[config.mk]
export PLATFORM = sky130hd
export DESIGN_NAME = ldf_fetch
export DESIGN_NICKNAME = d
export VERILOG_FILES = /design/src/rtl/ldf_pkg.sv /design/src/rtl/ldf_window.sv /design/src/rtl/ldf_chan_regs.sv /design/src/rtl/ldf_seq.sv /design/src/rtl/ldf_fetch.sv
export SDC_FILE = /design/constraint.sdc
export NUM_CORES = 1
export LEC_CHECK = 0
export BUFFER_PORTS_ARGS = -buffer_cell sky130_fd_sc_hd__buf_4
export CAP_MARGIN = 20
export CORE_MARGIN = 1
export CORE_UTILIZATION = 38
export CTS_BUF_LIST = sky130_fd_sc_hd__clkbuf_8
export CTS_CLUSTER_SIZE = 14
export DETAILED_ROUTE_END_ITERATION = 10
export PLACE_DENSITY_LB_ADDON = 0.2
export REMOVE_ABC_BUFFERS = 1
export SYNTH_ARGS = -nofsm -noshare
export SYNTH_HDL_FRONTEND = slang
export SYNTH_SLANG_ARGS = --single-unit
[constraint.sdc]
create_clock -name clk -period 3.8 [get_ports clk]
set_input_delay 0.19 -clock clk [delete_from_list [all_inputs] [get_ports clk]]
set_output_delay 0.19 -clock clk [all_outputs]
set_load 0.03 [all_outputs]
[src/rtl/ldf_pkg.sv]
package ldf_pkg;
  localparam int unsigned WORD_W = 32;

  localparam logic [2:0] FLD_NEXT   = 3'd0;
  localparam logic [2:0] FLD_SRC    = 3'd1;
  localparam logic [2:0] FLD_ID     = 3'd2;
  localparam logic [2:0] FLD_CMD    = 3'd3;
  localparam logic [2:0] FLD_BRANCH = 3'd4;

  localparam logic [WORD_W-1:0] NEXT_WMASK   = 32'hFFFF_FFF0;
  localparam logic [WORD_W-1:0] BRANCH_WMASK = 32'hFFFF_FFF3;

  localparam int unsigned BR_REQ_BIT = 0;
  localparam int unsigned BR_IE_BIT  = 1;

  localparam int unsigned CMD_EOF_BIT = 21;
  localparam int unsigned CMD_SOF_BIT = 22;
  localparam int unsigned CMD_PAL_BIT = 26;

  typedef enum logic [2:0] {
    ST_IDLE = 3'd0,
    ST_SEL  = 3'd1,
    ST_REQ  = 3'd2,
    ST_WAIT = 3'd3,
    ST_CHK  = 3'd4,
    ST_FIN  = 3'd5
  } seq_e;
endpackage

[src/rtl/ldf_window.sv]
module ldf_window #(
  parameter logic [31:0] BASE = 32'h0000_1000,
  parameter logic [31:0] SIZE = 32'h0000_0100,
  parameter int unsigned SPAN = 16
) (
  input  logic [31:0] addr,
  output logic        ok
);
  localparam logic [32:0] LO = {1'b0, BASE};
  localparam logic [32:0] HI = {1'b0, BASE} + {1'b0, SIZE} - 33'(SPAN);

  always_comb begin
    ok = ({1'b0, addr} >= LO) && ({1'b0, addr} <= HI);
  end
endmodule

[src/rtl/ldf_chan_regs.sv]
module ldf_chan_regs
  import ldf_pkg::*;
(
  input  logic              clk,
  input  logic              rst_n,
  input  logic              sw_wr_next,
  input  logic              sw_wr_branch,
  input  logic [WORD_W-1:0] sw_data,
  input  logic              hw_clr_src,
  input  logic              hw_clr_bra,
  input  logic              hw_ld_en,
  input  logic [1:0]        hw_ld_idx,
  input  logic [WORD_W-1:0] hw_ld_data,
  output logic [WORD_W-1:0] next_o,
  output logic [WORD_W-1:0] src_o,
  output logic [WORD_W-1:0] id_o,
  output logic [WORD_W-1:0] cmd_o,
  output logic [WORD_W-1:0] branch_o
);
  logic [WORD_W-1:0] next_q, next_d;
  logic [WORD_W-1:0] src_q, src_d;
  logic [WORD_W-1:0] id_q, id_d;
  logic [WORD_W-1:0] cmd_q, cmd_d;
  logic [WORD_W-1:0] br_q, br_d;
  logic              next_en, src_en, id_en, cmd_en, br_en;

  // Hardware loads take priority over a software write in the same cycle.
  always_comb begin
    next_d = next_q;
    src_d  = src_q;
    id_d   = id_q;
    cmd_d  = cmd_q;
    br_d   = br_q;
    if (sw_wr_next)   next_d = sw_data & NEXT_WMASK;
    if (sw_wr_branch) br_d   = sw_data & BRANCH_WMASK;
    if (hw_clr_bra)   br_d[BR_REQ_BIT] = 1'b0;
    if (hw_clr_src)   src_d  = '0;
    if (hw_ld_en) begin
      unique case (hw_ld_idx)
        2'd0:    next_d = hw_ld_data;
        2'd1:    src_d  = hw_ld_data;
        2'd2:    id_d   = hw_ld_data;
        default: cmd_d  = hw_ld_data;
      endcase
    end
    next_en = sw_wr_next || (hw_ld_en && hw_ld_idx == 2'd0);
    src_en  = hw_clr_src || (hw_ld_en && hw_ld_idx == 2'd1);
    id_en   = hw_ld_en && hw_ld_idx == 2'd2;
    cmd_en  = hw_ld_en && hw_ld_idx == 2'd3;
    br_en   = sw_wr_branch || hw_clr_bra;
  end

  always_ff @(posedge clk or negedge rst_n) begin
    if (!rst_n) begin
      next_q <= '0;
      src_q  <= '0;
      id_q   <= '0;
      cmd_q  <= '0;
      br_q   <= '0;
    end else begin
      if (next_en) next_q <= next_d;
      if (src_en)  src_q  <= src_d;
      if (id_en)   id_q   <= id_d;
      if (cmd_en)  cmd_q  <= cmd_d;
      if (br_en)   br_q   <= br_d;
    end
  end

  assign next_o   = next_q;
  assign src_o    = src_q;
  assign id_o     = id_q;
  assign cmd_o    = cmd_q;
  assign branch_o = br_q;

  assert_bra_consumed_R4: assert property (@(posedge clk) disable iff (!rst_n)
    hw_clr_bra |=> !branch_o[BR_REQ_BIT]);

  assert_src_cleared_R3: assert property (@(posedge clk) disable iff (!rst_n)
    (hw_clr_src && !hw_ld_en) |=> (src_o == '0));

  assert_next_aligned_R2: assert property (@(posedge clk) disable iff (!rst_n)
    (sw_wr_next && !hw_ld_en) |=> (next_o[3:0] == 4'd0));

  assert_branch_mask_R2: assert property (@(posedge clk) disable iff (!rst_n)
    (sw_wr_branch && !hw_clr_bra) |=> (branch_o[3:2] == 2'd0));
endmodule

[src/rtl/ldf_seq.sv]
module ldf_seq
  import ldf_pkg::*;
#(
  parameter int unsigned NUM_CH   = 3,
  parameter int unsigned CH_W     = 2,
  parameter logic [31:0] WIN_BASE = 32'h0000_1000,
  parameter logic [31:0] WIN_SIZE = 32'h0000_0100
) (
  input  logic              clk,
  input  logic              rst_n,
  input  logic              frame_start,
  input  logic              cur_en,
  input  logic [WORD_W-1:0] cur_branch,
  input  logic [WORD_W-1:0] cur_next,
  input  logic [WORD_W-1:0] cur_src,
  input  logic              rd_valid,
  output logic [CH_W-1:0]   cur_ch,
  output logic              clr_src,
  output logic              clr_bra,
  output logic              ld_en,
  output logic [1:0]        ld_idx,
  output logic              rd_req,
  output logic [WORD_W-1:0] rd_addr,
  output logic              busy,
  output logic              frame_done,
  output logic              ev_branch,
  output logic [CH_W-1:0]   ev_branch_ch,
  output logic              ev_buserr,
  output logic [CH_W-1:0]   ev_buserr_ch
);
  localparam logic [CH_W-1:0] LAST_CH = CH_W'(NUM_CH - 1);
  localparam int unsigned     DESC_BYTES = 16;

  seq_e              state_q, state_d;
  logic [CH_W-1:0]   ch_q, ch_d;
  logic [1:0]        word_q, word_d;
  logic [WORD_W-1:0] base_q, base_d;
  logic              br_fire, be_fire, adv;
  logic              brev_q, beev_q;
  logic [CH_W-1:0]   brch_q, bech_q;
  logic [WORD_W-1:0] sel_addr;
  logic              desc_ok, src_ok;

  always_comb begin
    sel_addr = cur_branch[BR_REQ_BIT] ? {cur_branch[WORD_W-1:4], 4'd0} : cur_next;
  end

  ldf_window #(.BASE(WIN_BASE), .SIZE(WIN_SIZE), .SPAN(DESC_BYTES)) u_desc_win (
    .addr (sel_addr),
    .ok   (desc_ok)
  );

  ldf_window #(.BASE(WIN_BASE), .SIZE(WIN_SIZE), .SPAN(0)) u_src_win (
    .addr (cur_src),
    .ok   (src_ok)
  );

  always_comb begin
    state_d = state_q;
    ch_d    = ch_q;
    word_d  = word_q;
    base_d  = base_q;
    clr_src = 1'b0;
    clr_bra = 1'b0;
    ld_en   = 1'b0;
    rd_req  = 1'b0;
    br_fire = 1'b0;
    be_fire = 1'b0;
    adv     = 1'b0;
    unique case (state_q)
      ST_IDLE: begin
        if (frame_start) begin
          ch_d    = '0;
          state_d = ST_SEL;
        end
      end
      ST_SEL: begin
        clr_src = 1'b1;
        if (!cur_en) begin
          adv = 1'b1;
        end else begin
          if (cur_branch[BR_REQ_BIT]) begin
            clr_bra = 1'b1;
            br_fire = cur_branch[BR_IE_BIT];
          end
          if (desc_ok) begin
            base_d  = sel_addr;
            word_d  = 2'd0;
            state_d = ST_REQ;
          end else begin
            state_d = ST_CHK;
          end
        end
      end
      ST_REQ: begin
        rd_req  = 1'b1;
        state_d = ST_WAIT;
      end
      ST_WAIT: begin
        if (rd_valid) begin
          ld_en = 1'b1;
          if (word_q == 2'd3) begin
            state_d = ST_CHK;
          end else begin
            word_d  = word_q + 2'd1;
            state_d = ST_REQ;
          end
        end
      end
      ST_CHK: begin
        be_fire = (cur_src == '0) || !src_ok;
        adv     = 1'b1;
      end
      ST_FIN: begin
        state_d = ST_IDLE;
      end
      default: begin
        state_d = ST_IDLE;
      end
    endcase
    if (adv) begin
      if (ch_q == LAST_CH) begin
        state_d = ST_FIN;
      end else begin
        ch_d    = ch_q + CH_W'(1);
        state_d = ST_SEL;
      end
    end
  end

  always_ff @(posedge clk or negedge rst_n) begin
    if (!rst_n) begin
      state_q <= ST_IDLE;
      ch_q    <= '0;
      word_q  <= '0;
      base_q  <= '0;
      brev_q  <= 1'b0;
      brch_q  <= '0;
      beev_q  <= 1'b0;
      bech_q  <= '0;
    end else begin
      state_q <= state_d;
      ch_q    <= ch_d;
      word_q  <= word_d;
      base_q  <= base_d;
      brev_q  <= br_fire;
      beev_q  <= be_fire;
      if (br_fire) brch_q <= ch_q;
      if (be_fire) bech_q <= ch_q;
    end
  end

  assign cur_ch       = ch_q;
  assign ld_idx       = word_q;
  assign rd_addr      = base_q + {28'd0, word_q, 2'b00};
  assign busy         = (state_q != ST_IDLE);
  assign frame_done   = (state_q == ST_FIN);
  assign ev_branch    = brev_q;
  assign ev_branch_ch = brch_q;
  assign ev_buserr    = beev_q;
  assign ev_buserr_ch = bech_q;

  assert_single_req_R9: assert property (@(posedge clk) disable iff (!rst_n)
    rd_req |=> !rd_req);

  assert_fetch_in_window_R7: assert property (@(posedge clk) disable iff (!rst_n)
    rd_req |-> (({1'b0, rd_addr} >= {1'b0, WIN_BASE}) &&
                ({1'b0, rd_addr} + 33'd4 <= {1'b0, WIN_BASE} + {1'b0, WIN_SIZE})));

  assert_buserr_channel_R8: assert property (@(posedge clk) disable iff (!rst_n)
    ev_buserr |-> (ev_buserr_ch <= LAST_CH));

  assert_done_then_idle_R11: assert property (@(posedge clk) disable iff (!rst_n)
    frame_done |=> !busy);

  assert_start_accepted_R11: assert property (@(posedge clk) disable iff (!rst_n)
    (!busy && frame_start) |=> busy);
endmodule

[src/rtl/ldf_fetch.sv]
module ldf_fetch
  import ldf_pkg::*;
#(
  parameter int unsigned NUM_CH   = 3,
  parameter logic [31:0] WIN_BASE = 32'h0000_1000,
  parameter logic [31:0] WIN_SIZE = 32'h0000_0100,
  localparam int unsigned CH_W    = (NUM_CH > 1) ? $clog2(NUM_CH) : 1
) (
  input  logic              clk,
  input  logic              rst_n,
  input  logic              frame_start,
  input  logic [NUM_CH-1:0] ch_en,
  output logic              rd_req,
  output logic [31:0]       rd_addr,
  input  logic              rd_valid,
  input  logic [31:0]       rd_data,
  input  logic              reg_wr,
  input  logic [CH_W-1:0]   reg_ch,
  input  logic [2:0]        reg_sel,
  input  logic [31:0]       reg_wdata,
  output logic [31:0]       reg_rdata,
  output logic [18:0]       sel_len_words,
  output logic              sel_eof_ie,
  output logic              sel_sof_ie,
  output logic              sel_pal,
  output logic              busy,
  output logic              frame_done,
  output logic              ev_branch,
  output logic [CH_W-1:0]   ev_branch_ch,
  output logic              ev_buserr,
  output logic [CH_W-1:0]   ev_buserr_ch
);
  logic [WORD_W-1:0] next_a   [NUM_CH];
  logic [WORD_W-1:0] src_a    [NUM_CH];
  logic [WORD_W-1:0] id_a     [NUM_CH];
  logic [WORD_W-1:0] cmd_a    [NUM_CH];
  logic [WORD_W-1:0] branch_a [NUM_CH];

  logic [CH_W-1:0]   cur_ch;
  logic              clr_src, clr_bra, ld_en;
  logic [1:0]        ld_idx;
  logic              cur_en;
  logic [WORD_W-1:0] cur_branch, cur_next, cur_src;
  logic [WORD_W-1:0] sel_cmd;

  for (genvar gi = 0; gi < NUM_CH; gi++) begin : g_ch
    logic hit_sw, hit_hw;
    assign hit_sw = reg_wr && (reg_ch == CH_W'(gi));
    assign hit_hw = (cur_ch == CH_W'(gi));

    ldf_chan_regs u_regs (
      .clk          (clk),
      .rst_n        (rst_n),
      .sw_wr_next   (hit_sw && reg_sel == FLD_NEXT),
      .sw_wr_branch (hit_sw && reg_sel == FLD_BRANCH),
      .sw_data      (reg_wdata),
      .hw_clr_src   (hit_hw && clr_src),
      .hw_clr_bra   (hit_hw && clr_bra),
      .hw_ld_en     (hit_hw && ld_en),
      .hw_ld_idx    (ld_idx),
      .hw_ld_data   (rd_data),
      .next_o       (next_a[gi]),
      .src_o        (src_a[gi]),
      .id_o         (id_a[gi]),
      .cmd_o        (cmd_a[gi]),
      .branch_o     (branch_a[gi])
    );
  end

  always_comb begin
    cur_en     = 1'b0;
    cur_branch = '0;
    cur_next   = '0;
    cur_src    = '0;
    sel_cmd    = '0;
    reg_rdata  = '0;
    for (int i = 0; i < NUM_CH; i++) begin
      if (cur_ch == CH_W'(i)) begin
        cur_en     = ch_en[i];
        cur_branch = branch_a[i];
        cur_next   = next_a[i];
        cur_src    = src_a[i];
      end
      if (reg_ch == CH_W'(i)) begin
        sel_cmd = cmd_a[i];
        unique case (reg_sel)
          FLD_NEXT:   reg_rdata = next_a[i];
          FLD_SRC:    reg_rdata = src_a[i];
          FLD_ID:     reg_rdata = id_a[i];
          FLD_CMD:    reg_rdata = cmd_a[i];
          FLD_BRANCH: reg_rdata = branch_a[i];
          default:    reg_rdata = '0;
        endcase
      end
    end
  end

  assign sel_len_words = sel_cmd[20:2];
  assign sel_eof_ie    = sel_cmd[CMD_EOF_BIT];
  assign sel_sof_ie    = sel_cmd[CMD_SOF_BIT];
  assign sel_pal       = sel_cmd[CMD_PAL_BIT];

  ldf_seq #(
    .NUM_CH   (NUM_CH),
    .CH_W     (CH_W),
    .WIN_BASE (WIN_BASE),
    .WIN_SIZE (WIN_SIZE)
  ) u_seq (
    .clk          (clk),
    .rst_n        (rst_n),
    .frame_start  (frame_start),
    .cur_en       (cur_en),
    .cur_branch   (cur_branch),
    .cur_next     (cur_next),
    .cur_src      (cur_src),
    .rd_valid     (rd_valid),
    .cur_ch       (cur_ch),
    .clr_src      (clr_src),
    .clr_bra      (clr_bra),
    .ld_en        (ld_en),
    .ld_idx       (ld_idx),
    .rd_req       (rd_req),
    .rd_addr      (rd_addr),
    .busy         (busy),
    .frame_done   (frame_done),
    .ev_branch    (ev_branch),
    .ev_branch_ch (ev_branch_ch),
    .ev_buserr    (ev_buserr),
    .ev_buserr_ch (ev_buserr_ch)
  );

  assert_idle_no_req_R1: assert property (@(posedge clk) disable iff (!rst_n)
    !busy |-> !rd_req);
endmodule

# After elaboration in Yosys (flattened, before gate mapping)
# Cells that the tools add are included.
[word_totals]
out_inout_bits = 95
register_bits = 519
[classes]
n_mux = 76
bitwise = 1
eq_ne = 24
magnitude_cmp = 4
add_sub_neg = 3
n_reduce_logical = 70
[ops]
columns = ["op", "count"]
rows = [
  ["2-to-1 mux 32 bit", 31],
  ["one-hot mux 32 bit (5 select lines)", 3],
  ["2-to-1 mux 27 bit", 3],
  [">= comparator 32 x 13 -> 1 bit, second input constant", 2],
  ["<= comparator 32 x 13 -> 1 bit, second input constant", 2],
  ["adder 32 x 4 -> 32 bit", 1],
  ["logical AND 1 bit", 32],
  ["logical NOT 32 bit", 1],
  ["2-to-1 mux 1 bit", 21],
  ["2-to-1 mux 3 bit", 7],
  ["AND reduction 3 bit", 7],
  ["2-to-1 mux 2 bit", 8],
  ["one-hot mux 3 bit (5 select lines)", 1],
  ["equality test 3 x 2 -> 1 bit, second input constant", 4],
  ["AND reduction 2 bit", 6],
  ["logical OR 1 bit", 10],
  ["equality test 3 bit, second input constant", 3],
  ["equality test 2 bit, second input constant", 4],
  ["nonzero test 2 bit", 4],
  ["equality test 2 x 1 -> 1 bit, second input constant", 3],
  ["equality test 3 x 1 -> 1 bit, second input constant", 2],
  ["logical NOT 2 bit", 3],
  ["logical NOT 3 bit", 2],
  ["inequality test 2 x 1 -> 1 bit, second input constant", 3],
  ["12 further kinds", 15],
]

# Longest topological paths before layout
[depth]
ltp_word = 11
depth_mapped = 11

# Hierarchy
# Synthesis repeated with hierarchy kept, for this count alone.
[unflattened]
hier_cells = 2567
hier_area_um2 = 29914.9
[modules_own_cells]
columns = ["mod", "instances", "area_per_inst_um2", "cells_each"]
rows = [
  ["ldf_chan_regs", 3, 6561.3, 411],
  ["ldf_fetch", 1, 7023.0, 1018],
  ["ldf_seq", 1, 3010.4, 293],
  ["ldf_window at u_seq.u_desc_win", 1, 101.3, 11],
  ["ldf_window at u_seq.u_src_win", 1, 96.3, 12],
]

# Worst setup path after synthesis
# Ideal clock, no wire load.
[synth_timing]
kind = "input -> output"
from = "in reg_sel[0]"
to = "out reg_rdata[13]"
arrival_time_ns = 2.984
path_slack_ns = 0.626
cell_stages = 7
cell_sequence = "buf_2 > buf_2 > clkbuf_1 > inv_1 > mux4_2 > nor2_1 > a2111oi_0"
[synth_between]
elab_chain_cells = 5
word_cells_on_any_way = 11
classes_between = "4 x eq/ne; 6 x mux; 1 x reduce/logical"
[synth_lines]
columns = ["item", "line", "source"]
rows = [
  ["start, declared", "ldf_fetch.sv:19", "input logic [2:0] reg_sel,"],
  ["equality test 3 bit, or another cell as far along", "ldf_fetch.sv:86", "unique case (reg_sel)"],
  ["one-hot mux 32 bit (5 select lines)", "ldf_fetch.sv:86", ""],
  ["2-to-1 mux 32 bit (2 in series)", "ldf_fetch.sv:84", "if (reg_ch == CH_W'(i)) begin"],
  ["2-to-1 mux 32 bit *", "ldf_fetch.sv:84", ""],
  ["end, declared", "ldf_fetch.sv:21", "output logic [31:0] reg_rdata,"],
]
# Mark *: on every way between the ends. The rest lies on a longest branch, timed or not.

# Final worst setup path
[layout_timing]
from = "in reg_sel[2]"
to = "out reg_rdata[24]"
# Same word-level chain as after synthesis.

==> metrics.csv <==
metric,value,unit
p_int,10.3,mW
drt-total-wl,103000,um
hold_path_depth,6,
clkLatencyLatePin,0.71,ns
dp_hpwl,67200,um
async_reset_ff_share,100,%
core,68800,um^2
layout_common_cells,"dfrtp_1, mux2_2, buf_4",
num_rows,96,
grt_usage,29.1,%
outcome,completed,
reg2reg_depth,10,
nets,2688,
holdWs,0.0863,ns
tightestPinTransition,1.11,ns
ys_types,62,
startpoint_type,input pin,
cellPowerDensity,496,nW/um^2
hold_viol,0,
final_common_cell,dfrtp_1,
hold_start,ch_en[0],
die_area,70800,um^2
cts_made_buffers,91,
rsz0062_at_grt,no,
ff2ff_setup_slack,0.54,ns
port_buffers,169,
path_max_fanout,33,
min_to,u_seq.state_q[0],
slew_headroom,23.9,%
vias,22000,
reg2reg_to,u_seq.base_q[7],
crit_type,input pin to output pin,
syn_area,26500,um^2
cts_tree,built,
start_util,38.5,%
synth_edf_count,0,
ctsRootBufferMaster,clkbuf_8,
p_sw_share,34.5,%
viasPerCell,6.09,
cts.sinks,519,
ys_warn_count,0,
multi_input_area,12600,um^2
first_global_vias,22400,
die_w,266,um
avgSynthCellArea,11.1,um^2
place_congestion,0.909,
ys.flop_type,dfrtp_1,
worstPathRequired,3.61,ns
cts_max_level,3,
grt_max_degree,100,
clk_pin_slew_worst_paths,0.06,ns
crit_arrival,3.41,ns
synth_cells,2390,
regArea,13000,um^2
yosysSeqAreaShare,49.0,%
slew_viol_final,0,
hold_path.class,input pin to flop,
p_sw,5.44,mW
clkPwrFrac,34.0,%
drt_iter0_drc,2391,
ys_ff_latch,519,
end_kind,output pin,
seqPwrFrac,41.3,%
antenna_found_initial,3,
global_route.overflow_total,0,
drv_cap,0,
antenna_left,0,
grt_pass1_wl,152000,um
num_io_pins,172,
drc,0,
power,15.8,mW
finalCritPeriodShare,94.8,%
syn2layout_area_growth,19.9,%
finClkSkew,0.0368,ns
clockBufferDepth,3,
max_freq,278,MHz
combPwrFrac,24.8,%
drive_above_1_share,29.9,%
die_y,266,um
setup_violations,0,
period_needed,3.60,ns
ir_worst_vdd,0.300,mV
drt_first_pass_iters,6,
fillCellCount,6420,
routedWlPerCell,28.6,um
p_leak,15.2,nW
-- area by class of cell --
type,count,share of cell area (%)
timing repair buffer,345,9.58
sequential,519,40.9
multi-input combinational,1624,39.7
clock buffer,117,5.07
inverter,22,0.260
antenna,2,0.0158
tap,931,3.67
clock inverter,47,0.807
-- per-stage QoR --
| stage | instance area [um^2] | instances | utilization [%] | TNS (ns) | setup slack (ns) |
|---|---|---|---|---|---|
| finish | 31800 | 3607 | 46.2 | 0 | 0.199 |
| global route | 31800 | 3606 | 46.1 | 0 | 0.149 |
| CTS | 31800 | 3605 | 46.1 | 0 | 0.303 |
| detailed placement | 29200 | 3373 | 42.4 | 0 | 0.424 |
| global placement | 29200 | 3373 | 42.4 | 0 | 0.429 |
| floorplan | 25600 | 2165 | - | -78.09 | -1.05 |
-- cells in the mapped netlist, drive strengths merged (39+ instances only) --
library cell  instances  area share, %
nor2                101            1.4
a22oi                98            2.8
dfrtp               519             49
mux2i               149            5.6
o21ai               192            3.6
a32o                 39            1.5
a22o                 75            2.5
nand2               174            2.5
a21oi                94            1.8
clkbuf              166            2.4
mux2                328             14
buf                  59            1.2
-- layer usage --
layer	share of wire, %	up-vias	GRT usage (%)
li1	-	9345	-
met1	42	11300	40.3
met2	45	1114	44.8
met3	8.7	228	5.87
met4	3.7	4	11.4
met5	0.026	-	0
-- what timing repair did --
item                      in CTS  in global routing
hold endpoints to repair     557                  0
resized for setup              0                  0
buffers inserted               0                  0
hold buffers                  68                  0
-- worst max-delay path by stage --
| stage | start | end | slack (ns) |
|---|---|---|---|
| floorplan | reg_sel[0] | reg_rdata[13] | -1.05 |
| global placement | reg_sel[2] | reg_rdata[24] | 0.43 |
| detailed placement | reg_sel[2] | reg_rdata[24] | 0.42 |
| CTS | u_seq.ld_idx[1] | rd_addr[27] | 0.30 |
| global route | u_seq.ld_idx[1] | rd_addr[29] | 0.15 |
| finish | reg_sel[2] | reg_rdata[24] | 0.20 |
-- cells by family (layout without fill, tap and decap cells) --
logic type / count (synthesis) / after routing / synth area share, %
AO/OA/AOI/OAI: 638 / 638 / 16.4
XOR/XNOR: 28 / 28 / 0.926
adder cells (fa/ha/maj): 8 / 8 / 0.406
buffers and inverters: 247 / 531 / 3.84
flip-flops: 519 / 519 / 49.0
multiplexers: 497 / 497 / 21.3
other: 0 / 2 / 0
AND/OR/NAND/NOR: 453 / 453 / 8.15
-- worst max-delay path, stage by stage --
cell	delay, ns
buf_4	0.44
inv_2	0.39
nor2_1	0.57
buf_4	0.34
a2111oi_0	0.12
a2111oi_0	0.88
buf_4	0.24
buf_4	0.15
-- sequential cells by signal, indices dropped and copies added (netlist names), 3 cells and up, named ones only --
signal                cells
g_ch.u_regs.next_o       96
g_ch.u_regs.src_o        96
g_ch.u_regs.cmd_o        96
u_seq.state_q             3
g_ch.u_regs.id_o         96
u_seq.base_q             32
g_ch.u_regs.branch_o     90
-- power by group through the flow --
stage | sequential, mW | clock [mW] | combinational, mW
2_1_floorplan | 6.56 | 0 | 1.85
3_3_place_gp | 6.56 | 0 | 3.70
3_5_place_dp | 6.58 | 0 | 3.76
4_1_cts | 6.49 | 5.42 | 3.84
5_1_grt | 6.56 | 5.66 | 4.12
6_report | 6.50 | 5.35 | 3.90
Power figures use the tool's default switching activity.
